## src/rtl/fspi_pkg.sv

```systemverilog
package fspi_pkg;
    localparam int WORD_W   = 16;
    localparam int DIV_W    = 8;
    localparam int CFG_W    = 16;
    localparam int CFG_BITS = DIV_W + 4;
    localparam int CNT_W    = $clog2(WORD_W + 1);
    localparam int SYNC_N   = 3;

    // Field order matches the readback layout: divider above four flags.
    typedef struct packed {
        logic [DIV_W-1:0] div;
        logic             coin;   // pulse on first data bit
        logic             pol_hi; // pulse active-high
        logic             dir_in; // slave role, sync is an input
        logic             fr_en;  // framed mode
    } cfg_t;
endpackage

```

## src/rtl/fspi_cfg.sv

```systemverilog
module fspi_cfg
    import fspi_pkg::*;
#(
    parameter logic [DIV_W-1:0] DIV_RST = 3
) (
    input  logic             clk,
    input  logic             rst_n,
    input  logic             wr_en,
    input  logic [CFG_W-1:0] wdata,
    output logic [CFG_W-1:0] rdata,
    output cfg_t             cfg
);
    cfg_t cfg_d, cfg_q;

    always_comb begin
        cfg_d = cfg_q;
        if (wr_en) cfg_d = cfg_t'(wdata[CFG_BITS-1:0]);
    end

    always_ff @(posedge clk or negedge rst_n) begin
        if (!rst_n) cfg_q <= cfg_t'({DIV_RST, 4'b0000});
        else        cfg_q <= cfg_d;
    end

    assign cfg   = cfg_q;
    assign rdata = {{(CFG_W-CFG_BITS){1'b0}}, cfg_q};

    // a write strobe is the only way the stored value moves
    a_r1_cfg_hold: assert property (@(posedge clk) disable iff (!rst_n)
        !wr_en |=> $stable(rdata));
endmodule

```

## src/rtl/fspi_sckgen.sv

```systemverilog
module fspi_sckgen
    import fspi_pkg::*;
(
    input  logic             clk,
    input  logic             rst_n,
    input  logic             run,
    input  logic [DIV_W-1:0] div,
    output logic             sck,
    output logic             rise_tick,
    output logic             fall_tick
);
    typedef struct packed {
        logic [DIV_W-1:0] cnt;
        logic             ph;
    } gen_t;

    gen_t gen_d, gen_q;
    logic tick;

    always_comb begin
        gen_d = gen_q;
        tick  = run && (gen_q.cnt == div);
        if (!run) begin
            gen_d.cnt = '0;
            gen_d.ph  = 1'b0;
        end else if (tick) begin
            gen_d.cnt = '0;
            gen_d.ph  = ~gen_q.ph;
        end else begin
            gen_d.cnt = gen_q.cnt + 1'b1;
        end
    end

    always_ff @(posedge clk or negedge rst_n) begin
        if (!rst_n) gen_q <= '0;
        else        gen_q <= gen_d;
    end

    assign sck       = gen_q.ph;
    assign rise_tick = tick && !gen_q.ph;
    assign fall_tick = tick && gen_q.ph;

    // clock parks low once the engine stops
    a_r4_idle_low: assert property (@(posedge clk) disable iff (!rst_n)
        !run |=> !sck);
endmodule

```

## src/rtl/fspi_core.sv

```systemverilog
module fspi_core
    import fspi_pkg::*;
(
    input  logic              clk,
    input  logic              rst_n,
    input  cfg_t              cfg,
    input  logic              rise_tick,
    input  logic              fall_tick,
    output logic              run,
    input  logic              tx_valid,
    input  logic [WORD_W-1:0] tx_data,
    output logic              tx_ready,
    output logic              rx_valid,
    output logic [WORD_W-1:0] rx_data,
    input  logic              sck_i,
    input  logic              sync_i,
    input  logic              sdi_i,
    output logic              sdo_o,
    output logic              sync_o
);
    localparam int MSB = WORD_W - 1;

    typedef struct packed {
        logic              busy;
        logic              loaded;
        logic              rx_v;
        logic [CNT_W-1:0]  slot;
        logic [WORD_W-1:0] tx_sh;
        logic [WORD_W-1:0] rx_sh;
        logic [WORD_W-1:0] rx_word;
        logic [SYNC_N-1:0] sk;
        logic [SYNC_N-2:0] sy;
        logic [SYNC_N-2:0] sd;
    } core_t;

    core_t core_d, core_q;
    logic lead, in_data, s_rise, s_fall, s_sync, s_din, frame_hit, sync_act;
    logic [CNT_W-1:0]  last_slot, next_cnt;
    logic [WORD_W-1:0] rx_next;

    always_comb begin
        core_d      = core_q;
        core_d.rx_v = 1'b0;
        core_d.sk   = {core_q.sk[SYNC_N-2:0], sck_i};
        core_d.sy   = {core_q.sy[SYNC_N-3:0], sync_i};
        core_d.sd   = {core_q.sd[SYNC_N-3:0], sdi_i};

        lead      = cfg.fr_en && !cfg.coin;
        last_slot = CNT_W'(MSB) + CNT_W'(lead);
        in_data   = core_q.slot >= CNT_W'(lead);
        s_rise    = core_q.sk[SYNC_N-2] && !core_q.sk[SYNC_N-1];
        s_fall    = !core_q.sk[SYNC_N-2] && core_q.sk[SYNC_N-1];
        s_sync    = core_q.sy[SYNC_N-2];
        s_din     = core_q.sd[SYNC_N-2];
        frame_hit = cfg.fr_en ? (s_sync == cfg.pol_hi) : !s_sync;
        next_cnt  = core_q.slot + 1'b1;
        rx_next   = {core_q.rx_sh[MSB-1:0], cfg.dir_in ? s_din : sdi_i};
        tx_ready  = cfg.dir_in ? !(core_q.loaded || core_q.busy) : !core_q.busy;

        if (!cfg.dir_in) begin
            // master: slot 0 carries the pulse; data slots follow the lead
            if (!core_q.busy) begin
                if (tx_valid) begin
                    core_d.busy  = 1'b1;
                    core_d.slot  = '0;
                    core_d.tx_sh = tx_data;
                end
            end else begin
                if (rise_tick && in_data) begin
                    core_d.rx_sh = rx_next;
                    if (core_q.slot == last_slot) begin
                        core_d.rx_v    = 1'b1;
                        core_d.rx_word = rx_next;
                    end
                end
                if (fall_tick) begin
                    if (in_data) core_d.tx_sh = core_q.tx_sh << 1;
                    if (core_q.slot == last_slot) core_d.busy = 1'b0;
                    else                          core_d.slot = next_cnt;
                end
            end
        end else begin
            // slave: edges come from the synchronized pins
            if (tx_valid && tx_ready) begin
                core_d.tx_sh  = tx_data;
                core_d.loaded = 1'b1;
            end
            if (!cfg.fr_en && s_sync) begin
                if (core_q.busy) begin
                    core_d.busy   = 1'b0;
                    core_d.slot   = '0;
                    core_d.loaded = 1'b0;
                end
            end else if (s_rise) begin
                if (!core_q.busy) begin
                    if (frame_hit) begin
                        core_d.busy = 1'b1;
                        core_d.slot = '0;
                        if (!lead) begin
                            core_d.rx_sh = rx_next;
                            core_d.slot  = CNT_W'(1);
                        end
                    end
                end else begin
                    core_d.rx_sh = rx_next;
                    core_d.slot  = next_cnt;
                    if (next_cnt == CNT_W'(WORD_W)) begin
                        core_d.busy    = 1'b0;
                        core_d.loaded  = 1'b0;
                        core_d.rx_v    = 1'b1;
                        core_d.rx_word = rx_next;
                    end
                end
            end else if (s_fall && core_q.busy && core_q.slot != '0) begin
                core_d.tx_sh = core_q.tx_sh << 1;
            end
        end
    end

    always_ff @(posedge clk or negedge rst_n) begin
        if (!rst_n) core_q <= '0;
        else        core_q <= core_d;
    end

    assign run      = core_q.busy && !cfg.dir_in;
    assign sync_act = !cfg.dir_in && cfg.fr_en && core_q.busy && (core_q.slot == '0);
    assign sync_o   = sync_act ? cfg.pol_hi : !cfg.pol_hi;
    assign sdo_o    = core_q.tx_sh[MSB];
    assign rx_valid = core_q.rx_v;
    assign rx_data  = core_q.rx_word;

    // received-word strobe lasts one clock
    a_r7_rx_pulse: assert property (@(posedge clk) disable iff (!rst_n)
        rx_valid |=> !rx_valid);
    // pulse ends with the first SCK period
    a_r6_sync_single: assert property (@(posedge clk) disable iff (!rst_n)
        (sync_act && fall_tick) |=> !sync_act);
    // master stays idle without an offered word
    a_r8_no_start: assert property (@(posedge clk) disable iff (!rst_n)
        (!cfg.dir_in && !core_q.busy && !tx_valid) |=> !core_q.busy);
    // a framed slave bit count never steps back mid-frame
    a_r10_count_mono: assert property (@(posedge clk) disable iff (!rst_n)
        (cfg.dir_in && cfg.fr_en && core_q.busy)
            |=> (!core_q.busy || core_q.slot >= $past(core_q.slot)));
    // bit position never passes the word length
    a_r5_cnt_bound: assert property (@(posedge clk) disable iff (!rst_n)
        core_q.slot <= CNT_W'(WORD_W));
endmodule

```

## src/rtl/fspi_frame_ctrl.sv

```systemverilog
module fspi_frame_ctrl
    import fspi_pkg::*;
(
    input  logic                    clk,
    input  logic                    rst_n,
    input  logic                    cfg_wr,
    input  logic [15:0]             cfg_wdata,
    output logic [15:0]             cfg_rdata,
    input  logic                    tx_valid,
    input  logic [15:0]             tx_data,
    output logic                    tx_ready,
    output logic                    rx_valid,
    output logic [15:0]             rx_data,
    output logic                    sck_o,
    input  logic                    sck_i,
    output logic                    sdo_o,
    input  logic                    sdi_i,
    input  logic                    sync_i,
    output logic                    sync_o,
    output logic                    sync_oe
);
    cfg_t cfg;
    logic run, rise_tick, fall_tick;

    fspi_cfg #(.DIV_RST(8'd3)) u_cfg (
        .clk   (clk),
        .rst_n (rst_n),
        .wr_en (cfg_wr),
        .wdata (cfg_wdata),
        .rdata (cfg_rdata),
        .cfg   (cfg)
    );

    fspi_sckgen u_sckgen (
        .clk       (clk),
        .rst_n     (rst_n),
        .run       (run),
        .div       (cfg.div),
        .sck       (sck_o),
        .rise_tick (rise_tick),
        .fall_tick (fall_tick)
    );

    fspi_core u_core (
        .clk       (clk),
        .rst_n     (rst_n),
        .cfg       (cfg),
        .rise_tick (rise_tick),
        .fall_tick (fall_tick),
        .run       (run),
        .tx_valid  (tx_valid),
        .tx_data   (tx_data),
        .tx_ready  (tx_ready),
        .rx_valid  (rx_valid),
        .rx_data   (rx_data),
        .sck_i     (sck_i),
        .sync_i    (sync_i),
        .sdi_i     (sdi_i),
        .sdo_o     (sdo_o),
        .sync_o    (sync_o)
    );

    assign sync_oe = cfg.fr_en && !cfg.dir_in;

    // a slave never drives the sync pin
    a_r3_slave_quiet: assert property (@(posedge clk) disable iff (!rst_n)
        cfg_rdata[1] |-> !sync_oe);
endmodule

```

## config.mk

```make
export PLATFORM = sky130hd
export DESIGN_NAME = fspi_frame_ctrl
export DESIGN_NICKNAME = d
export VERILOG_FILES = /design/src/rtl/fspi_pkg.sv /design/src/rtl/fspi_cfg.sv /design/src/rtl/fspi_sckgen.sv /design/src/rtl/fspi_core.sv /design/src/rtl/fspi_frame_ctrl.sv
export SDC_FILE = /design/constraint.sdc
export NUM_CORES = 1
export LEC_CHECK = 0
export ABC_AREA = 1
export BUFFER_PORTS_ARGS = -buffer_cell sky130_fd_sc_hd__buf_2
export CAP_MARGIN = 25
export CORE_MARGIN = 3
export CORE_UTILIZATION = 30
export CTS_CLUSTER_DIAMETER = 80
export DETAILED_ROUTE_END_ITERATION = 8
export PLACE_DENSITY = 0.57
export SYNTH_ARGS = -nofsm -noshare
export SYNTH_HDL_FRONTEND = slang
export SYNTH_SLANG_ARGS = --single-unit
```

## constraint.sdc

```tcl
create_clock -name clk -period 2.3 [get_ports clk]
set_clock_uncertainty 0.05 [all_clocks]
set_input_delay 0.46 -clock clk [delete_from_list [all_inputs] [get_ports clk]]
set_output_delay 0.46 -clock clk [all_outputs]
set_load 0.01 [all_outputs]
```

Yosys cells after proc, flatten, opt, wreduce, memory -nomap -nowiden
Index checks and enable logic that the tools add are counted.

word-level totals
  register bits = 83
  input bits = 39
  output and inout port bits = 38
  word-level logic and storage cells = 124

operators by class
  add/sub/neg operators = 3
  $lt $le $gt $ge = 1
  eq/ne operators = 17
  muxes and demuxes = 49
  bitwise logic cells = 1
  reduce and logical (&&, ||, !) cells = 36

operators with widths
  kind                 count
  $mux 16              10
  $mux 32              3
  $mux 21              3
  $mux 54              1
  $mux 48              1
  $mux 5               5
  $mux 1               20
  $mux 8               2
  $logic_and 1x1->1    15
  $ne 3x3->1 const B   4
  $reduce_and 6->1     2
  $logic_not 1->1      10
  $mux 9               1
  $add 8x1->8 const B  1
  $eq 8x8->1           1
  $ne 4x3->1 const B   2
  $reduce_and 7->1     1
  $ne 3x1->1 const B   2
  $ne 3x2->1 const B   2
  $reduce_bool 2->1    3
  $add 4x1->5 const A  1
  $add 5x1->5 const B  1
  $eq 5x5->1           1
  $eq 5x5->1 const B   1
  12 further kinds     14

Depth between registers and ports, before layout
Gate-level depths: netlist of run 1.

  depth after elaboration = 11
  gate-level depth with buffers = 12
  depth with buffers taken out = 11

By module
A second synthesis of run 1 with hierarchy kept.

second synthesis, totals
  cells, all modules = 701
  area, all modules = 5,104.9 µm²

modules (own cells, without submodules)
  module           instances  cells each  area each (µm²)
  fspi_core        1          522         3,811.2
  fspi_sckgen      1          109         699.4
  fspi_cfg         1          68          584.3
  fspi_frame_ctrl  1          2           10.0

Worst setup path before layout of run 1
OpenSTA, ideal clock, no wires.

  path type = register -> output
  start point = register u_cfg.cfg_q, in the netlist u_cfg.cfg[1]
  end point = output sync_o
  data arrival time = 1.362 ns
  setup slack = 0.428 ns
  stages on the path, launching flop included = 6
  path buffers = 2
  cells stage by stage = dfrtp_1 -> buf_6 -> clkbuf_1 -> nor2_1 -> nand4_1 -> xor2_1

between the ends
  cells in the longest elaborated chain, start to end = 5

ends and longest elaborated chain
  element                         RTL line               source
  start: declaration              fspi_cfg.sv:13         cfg_t cfg_d, cfg_q;
  start signal: assignment        fspi_cfg.sv:21         if (!rst_n) cfg_q <= cfg_t'({DIV_RST, 4'b0000});
  start signal: assignment        fspi_cfg.sv:22         else cfg_q <= cfg_d;
  $logic_not 1->1                 --
  $logic_and 1x1->1               --
  net sync_oe                     fspi_frame_ctrl.sv:20  output logic sync_oe
  $logic_and 1x1->1 (2 in a row)  fspi_core.sv:126       assign sync_act = !cfg.dir_in && cfg.fr_en && core_q.busy && (core_q.slot == '0);
  $mux 1                          fspi_core.sv:127       assign sync_o = sync_act ? cfg.pol_hi : !cfg.pol_hi;
  end: declaration                fspi_frame_ctrl.sv:19  output logic sync_o,

The timed path passes the listed nets, and every way through them passes these cells.

Worst setup path after layout of run 1
  start point = register u_cfg.cfg_q, in the netlist u_cfg.cfg[1]
  end point = output sync_o

between the ends
  cells in the longest elaborated chain, start to end = 5

ends and longest elaborated chain
  element                         RTL line
  $logic_not 1->1                 --
  $logic_and 1x1->1 (3 in a row)  fspi_core.sv:126
  $mux 1                          fspi_core.sv:127

No other way between the ends.

==> results.txt, run 1 <==
----------------------------------------------------
[Power and ir drop]
  PD cells ... 914 nW/µm²
  Leakage power figure ... around 3.0 nW
  Max IR drop VDD ... 0.000348 V

[Die]
  Number of standard-cell rows in the floorplan ... between 40 and 50
  Starting density of the core ... 0.310
  Top-Level Pins ... between 70 and 80
  Chip Width ... 132 µm
  Die height ... about 130 µm
  Core area ... 15400 µm²
  Die Outline Area ... 17500 µm²

[GRT]
  Antenna violations before repair ... 0
  Leftover overflow at the end of global routing ... 0
  Maximum number of pins on one net before global-route repair ... 47
  Global-route wire length before repair ... 19.6 mm
  Overall Global Routing Usage ... 0.137
  Number of global-route vias before repair ... 3909

[Yosys]
  Commonest cells in the netlist ... 217 x nand2_1, 94 x nand3_1, 81 x dfrtp_1, 45 x inv_1, 25 x buf_4
  Top_reg_cell synth ... dfrtp_1
  Post-synth top area share ... 0.424
  Number of synthesized register bits ... between 80 and 90
  Leading cell type by number of instances after synthesis ... nand2_1
  Sequential share of the synthesized area ... 0.435
  Synthesized area per cell ... 7.68 µm²
  Synth top area cells ... dfrtp_1 42%, nand2_1 17%, nand3_1 9.8%
  Yosys warnings ... 0
  Post-synthesis cell count ... 623
  Leading area contributor after synthesis ... dfrtp_1
  Synth Cell Area ... 4780 µm²
  Cell variety after synth ... 42
  Proportion of register bits with asynchronous set or reset after synthesis ... 1.00
  Post-synth EDFFs ... 0

[Cells and area]
  Final Non-Filler Cells ... 892
  Synth-to-layout area growth ... 16.7%
  Layout cell share with drive strength beyond 1 ... 0.192
  Final design instance area without fill ... approximately 5600 µm²
  Number of diodes ... 0
  Share of the core filled with cells ... 0.362
  Net total in the final layout ... 720

[Job]
  Max-cap viol count ... 0

[Outcome]
  Status ... completed

[Timing]
  Share of the clock period used by the worst path after layout ... 0.960
  Setup repair after global routing missed its margin ... false
  Number of setup violations in the final report ... 0
  Final-layout setup total negative slack ... 0 ps
  Post-layout minimum cycle time ... approximately 2200 ps
  Transition time of the tightest slew-check pin ... between 600 and 700 ps
  Number of slew-limit violations in the final report ... 0
  Highest attainable clock frequency ... 0.453 GHz
  Final Hold Fails ... 0
  Worst max-slew margin expressed relative to the limit ... 0.564

[Clocking]
  Total CTS buffers ... 9
  TritonCTS clock tree ... done
  Clock latency reported for the late side of the worst-skew pair ... between 300 and 400 ps
  # Post-CTS Setup Buffers ... 0
  Clock-pin transition on the worst setup and hold timing paths ... 60 ps
  # hold bufs at CTS ... 1
  Post-CTS resize count ... 0
  Clock root cell ... clkbuf_16
  Longest Clk Path Bufs ... 2
  CTS Sinks ... 83
  H-tree depth ... 3

[Min path]
  Number of instances on the worst hold path ... 1
  Type of the tightest min-delay check ... in -> reg

[Drt]
  Number of DRC markers after the initial detailed-route iteration ... 260
  Final routed DRC violation total ... 0
  Routed via count ... 4117
  Average vias per placed instance ... 4.62
  Iteration count of the initial detailed-routing pass ... 5
  Drt wl/cell ... approximately 13 µm
  DRT antenna net count ... 0
  Total detailed-routing wirelength ... about 12 mm

[Worst setup path]
  Capturing point of the worst reg2reg path ... u_core.core_q[32]
  CP endpoint ... sync_o
  Endpoint class of the critical path ... primary output
  Startpoint of the worst setup timing path ... u_cfg.cfg[1]
  Nature of the critical path startpoint ... flip-flop
  Number of cell instances on the worst register-to-register path ... 9
  Critical path arrival ... 1700 ps
  Required time at the endpoint of the critical path ... 1790 ps
  Setup CP Type ... reg -> out
  Origin of the critical flop-to-flop path ... u_core.core_q[55]
  Register-to-register path setup slack ... about 210 ps
  Maximum fanout along the worst path ... 11

[Place]
  Number of port buffers ... 68
  Standard cell area after detailed placement ... roughly 5200 µm²
  HPWL after detailed placement ... approximately 7.9 mm
  Placer congestion estimate ... 0.848
  Total instance count after detailed placement ... 875

----------------------------------------------------
## metal layers
| metal | vias to the layer above | part of all wire | GRT usage |
|---|---|---|---|
| met5 | - | 0 | 0 |
| li1 | 2113 | - | - |
| met4 | 0 | 0.014 | 0.0416 |
| met3 | 10 | 0.043 | 0.0317 |
| met2 | 88 | 0.45 | 0.206 |
| met1 | 1906 | 0.50 | 0.195 |
## layout make-up
cell class              instances  area, µm²
clock buffers                  11        243
clock inverters                 5       85.1
fillers                      1667       9840
inverters                      51        191
multi-input cells             443       2200
flip-flops and latches         83       2080
well taps                     211        264
repair buffers                 88        520
## critical path: stages, from the launching register on
cell and delay, ps:
dfrtp_1 400, buf_4 200, nor2_1 200, nand4_1 220, xor2_1 190, buf_2 140
## state kept, by name, indices dropped and copies added, names as in the netlist
name / count
u_core.core_q: 40
u_core.rx_data: 16
u_cfg.cfg: 12
u_sckgen.gen_q: 8
u_core.core_d: 4
u_core.rx_valid: 1
u_core.sdo_o: 1
u_sckgen.sck: 1
## logic make-up after synthesis
logic type               share of synthesized area
multiplexers                               0.00235
AND/OR/NAND/NOR                              0.333
AO/OA/AOI/OAI                               0.0973
adder cells (fa/ha/maj)                     0.0131
XOR/XNOR                                    0.0110
buffers and inverters                        0.108
other                                     0.000784
flip-flops                                   0.435
## layout by cell type, fill, tap and decap left out, types with 15 or more instances in the layout
cell type  count
a22oi_1       15
buf_2         67
buf_4         18
dfrtp_1       81
inv_1         45
nand2_1      217
nand3_1       94
nor2_1        24
o211ai_1      15
o21ai_0       20
## metrics by stage
| step | worst slack [ps] | hold slack (ps) | power [mW] |
|---|---|---|---|
| floorplan | 428 | 114 | 3.18 |
| global placement | 218 | 239 | 3.52 |
| detailed placement | 213 | 238 | 3.54 |
| CTS | 103 | 154 | 5.17 |
| global route | 7.93 | 159 | 5.48 |
| finish | 92.3 | 168 | 5.10 |
## worst min-delay path by stage
stage / start / to / slack, ps
6_report: sync_i / u_core.core_d[3] / 170
5_1_grt: sync_i / u_core.core_d[3] / 160
4_1_cts: sync_i / u_core.core_d[3] / 150
3_5_place_dp: rst_n / u_core.core_q[48] / 240
3_3_place_gp: rst_n / u_core.core_q[48] / 240
2_1_floorplan: rst_n / u_cfg.cfg[0] / 110
## power breakdown
group	switching, mW	internal (mW)	total [mW]
logic	0.894	0.564	1.46
clock network	0.615	0.987	1.60
registers	0.257	1.79	2.04
Power figures use the tool's default switching activity.
==> inputs of run 2 (changes only) <==
--- a/config.mk
+++ b/config.mk
@@ -8,11 +8,13 @@
 export ABC_AREA = 1
 export BUFFER_PORTS_ARGS = -buffer_cell sky130_fd_sc_hd__buf_2
 export CAP_MARGIN = 25
+export CELL_PAD_IN_SITES_DETAIL_PLACEMENT = 0
+export CELL_PAD_IN_SITES_GLOBAL_PLACEMENT = 1
 export CORE_MARGIN = 3
 export CORE_UTILIZATION = 30
 export CTS_CLUSTER_DIAMETER = 80
 export DETAILED_ROUTE_END_ITERATION = 8
-export PLACE_DENSITY = 0.57
+export PLACE_DENSITY = 0.7
 export SYNTH_ARGS = -nofsm -noshare
 export SYNTH_HDL_FRONTEND = slang
 export SYNTH_SLANG_ARGS = --single-unit
==> results.txt, run 2 (synthesis gave the netlist of run 1 again) <==
----------------------------------------------------
[Place]
  Placer congestion estimate ... 0.816 (-3.8%)
  DP Worst Slack ... 233 ps (+19.8 ps)
  Number of port buffers ... 68 (unchanged)
  HPWL after detailed placement ... 8.17 mm (+3.0%)
  Total instance count after detailed placement ... 874 (-0.11%)

[Job]
  Max-cap viol count ... 0 (unchanged)

[Clocking]
  Post-CTS resize count ... 0 (unchanged)
  # hold bufs at CTS ... 0 (-1)
  H-tree depth ... 3 (unchanged)
  Clock latency reported for the late side of the worst-skew pair ... 340 ps (about the same)
  # Post-CTS Setup Buffers ... 0 (unchanged)
  Clock root cell ... clkbuf_16
  TritonCTS clock tree ... done
  CTS Sinks ... 83 (unchanged)
  Longest Clk Path Bufs ... 2 (unchanged)
  Total CTS buffers ... 9 (unchanged)
  Clock-pin transition on the worst setup and hold timing paths ... 60 ps (about the same)

[Worst setup path]
  Critical path arrival ... 1660 ps (-40 ps)
  Setup CP Type ... reg -> out
  Required time at the endpoint of the critical path ... 1790 ps (about the same)
  Startpoint of the worst setup timing path ... u_core.core_q[58]
  CP endpoint ... sync_o
  Capturing point of the worst reg2reg path ... u_core.rx_data[1]
  Number of cell instances on the worst register-to-register path ... 10 (+1)
  Origin of the critical flop-to-flop path ... u_core.core_q[55]
  Nature of the critical path startpoint ... flip-flop
  Maximum fanout along the worst path ... 6 (-5)
  Register-to-register path setup slack ... 230 ps (+20 ps)
  Endpoint class of the critical path ... primary output

[Outcome]
  Status ... completed

[Drt]
  Routed via count ... 4222 (+2.6%)
  Iteration count of the initial detailed-routing pass ... 5 (unchanged)
  Final routed DRC violation total ... 0 (unchanged)
  DRT antenna net count ... 0 (unchanged)
  Drt wl/cell ... 13.2 µm (+2.7%)
  Average vias per placed instance ... 4.74 (+2.8%)
  Total detailed-routing wirelength ... 11.8 mm (+2.5%)
  Number of DRC markers after the initial detailed-route iteration ... 254 (-2.3%)

[Timing]
  Post-layout minimum cycle time ... 2170 ps (-40.9 ps)
  Share of the clock period used by the worst path after layout ... 0.942 (-0.0178)
  Transition time of the tightest slew-check pin ... 548 ps (-105 ps)
  Number of setup violations in the final report ... 0 (unchanged)
  Setup repair after global routing missed its margin ... false
  Setup WS post-layout ... 133 ps (+40.9 ps)
  Final Hold Fails ... 0 (unchanged)
  Worst max-slew margin expressed relative to the limit ... 0.634 (+0.0703)
  Final-layout setup total negative slack ... 0 ps (unchanged)
  Number of slew-limit violations in the final report ... 0 (unchanged)
  Highest attainable clock frequency ... 0.462 GHz (+1.9%)

[Die]
  Die Outline Area ... 17500 µm² (unchanged)
  Core area ... 15400 µm² (unchanged)
  Die height ... 132 µm (unchanged)
  Top-Level Pins ... 77 (unchanged)
  Starting density of the core ... 0.310 (unchanged)
  Number of standard-cell rows in the floorplan ... 45 (unchanged)
  Chip Width ... 132 µm (unchanged)

[Cells and area]
  Net total in the final layout ... 718 (-0.28%)
  Final Non-Filler Cells ... 890 (-0.22%)
  Number of flip-flops in the largest register ... 40 (unchanged)
  Share of the core filled with cells ... 0.360 (-0.00227)
  Number of diodes ... 0 (unchanged)
  Leading cell type in the layout, fill and taps excluded ... nand2_1
  Layout cell share with drive strength beyond 1 ... 0.190 (-0.00238)
  Register with the most flip-flops ... u_core.core_q
  Synth-to-layout area growth ... 16.0%
  Commonest non-fill, non-tap cells in the layout ... 217 x nand2_1, 94 x nand3_1, 81 x dfrtp_1

[GRT]
  Maximum number of pins on one net before global-route repair ... 39 (-17%)
  Antenna violations before repair ... 0 (unchanged)
  Number of global-route vias before repair ... 3933 (+0.61%)
  Global-route wire length before repair ... 19.8 mm (+1.4%)
  Overall Global Routing Usage ... 0.137 (+0.000437)
  Leftover overflow at the end of global routing ... 0 (unchanged)

[Min path]
  Type of the tightest min-delay check ... in -> async

[Power and ir drop]
  Leakage power figure ... 2.99 nW (-0.55%)
  Max IR drop VDD ... 0.000328 V (-5.7%)
  PD cells ... 906 nW/µm² (-0.91%)

----------------------------------------------------
run 2: cell types whose count changed in the layout (fill, tap and decap cells not counted):
cell,change
clkbuf_1,+1
clkinv_4,-1
buf_4,-1
clkinv_2,+2
dlygate4sd3_1,-1
inv_6,-1
clkbuf_8,-1
run 2: worst max-delay path: stages (launching register included):
cell and delay (ps):
dfrtp_1 440, nor3_1 230, buf_4 170, nand4_1 140, xor2_1 180, buf_2 150
run 2: worst min-delay path by stage:
stage          slack [ps]        startpoint  cells past startpoint                  to
6_report               30             rst_n                      1  u_core.rx_data[10]
3_5_place_dp          280  u_core.core_d[5]                      0    u_core.core_d[6]
2_1_floorplan         110             rst_n                      0        u_cfg.cfg[0]
4_1_cts                40             rst_n                      1  u_core.rx_data[10]
3_3_place_gp          280  u_core.core_d[1]                      0    u_core.core_q[1]
5_1_grt                60             rst_n                      1  u_core.rx_data[10]
run 2: per-stage QoR:
stage / cell area [µm²] / hold WS (ps) / power (mW)
CTS: 5550 / 35.4 / 5.09
global placement: 5240 / 283 / 3.50
floorplan: 4800 / 114 / 3.18
finish: 5550 / 27.6 / 5.03
detailed placement: 5240 / 285 / 3.54
global route: 5550 / 63.0 / 5.40
run 2: layout make-up:
type	count	area, µm²
Sequential cell	83	2080
Inverter	51	191
Clock inverter	5	77.6
Multi-Input combinational cell	443	2200
Clock buffer	11	233
Timing Repair Buffer	86	503
Fill cell	1652	9880
Tap cell	211	264
run 2: report_power, final:
group	internal, mW	leakage [nW]	switching, mW
Sequential	1.79	1.08	0.252
Combinational	0.563	1.77	0.902
Clock	0.948	0.150	0.575
Total	3.30	2.99	1.73
run 2: layer usage:
layer | vias up | global-route usage | wire, µm
li1 | 2106 | - | -
met1 | 2009 | 0.200 | 5860
met2 | 90 | 0.198 | 5160
met3 | 17 | 0.0275 | 530
met4 | 0 | 0.0560 | 234
met5 | - | 0 | 0
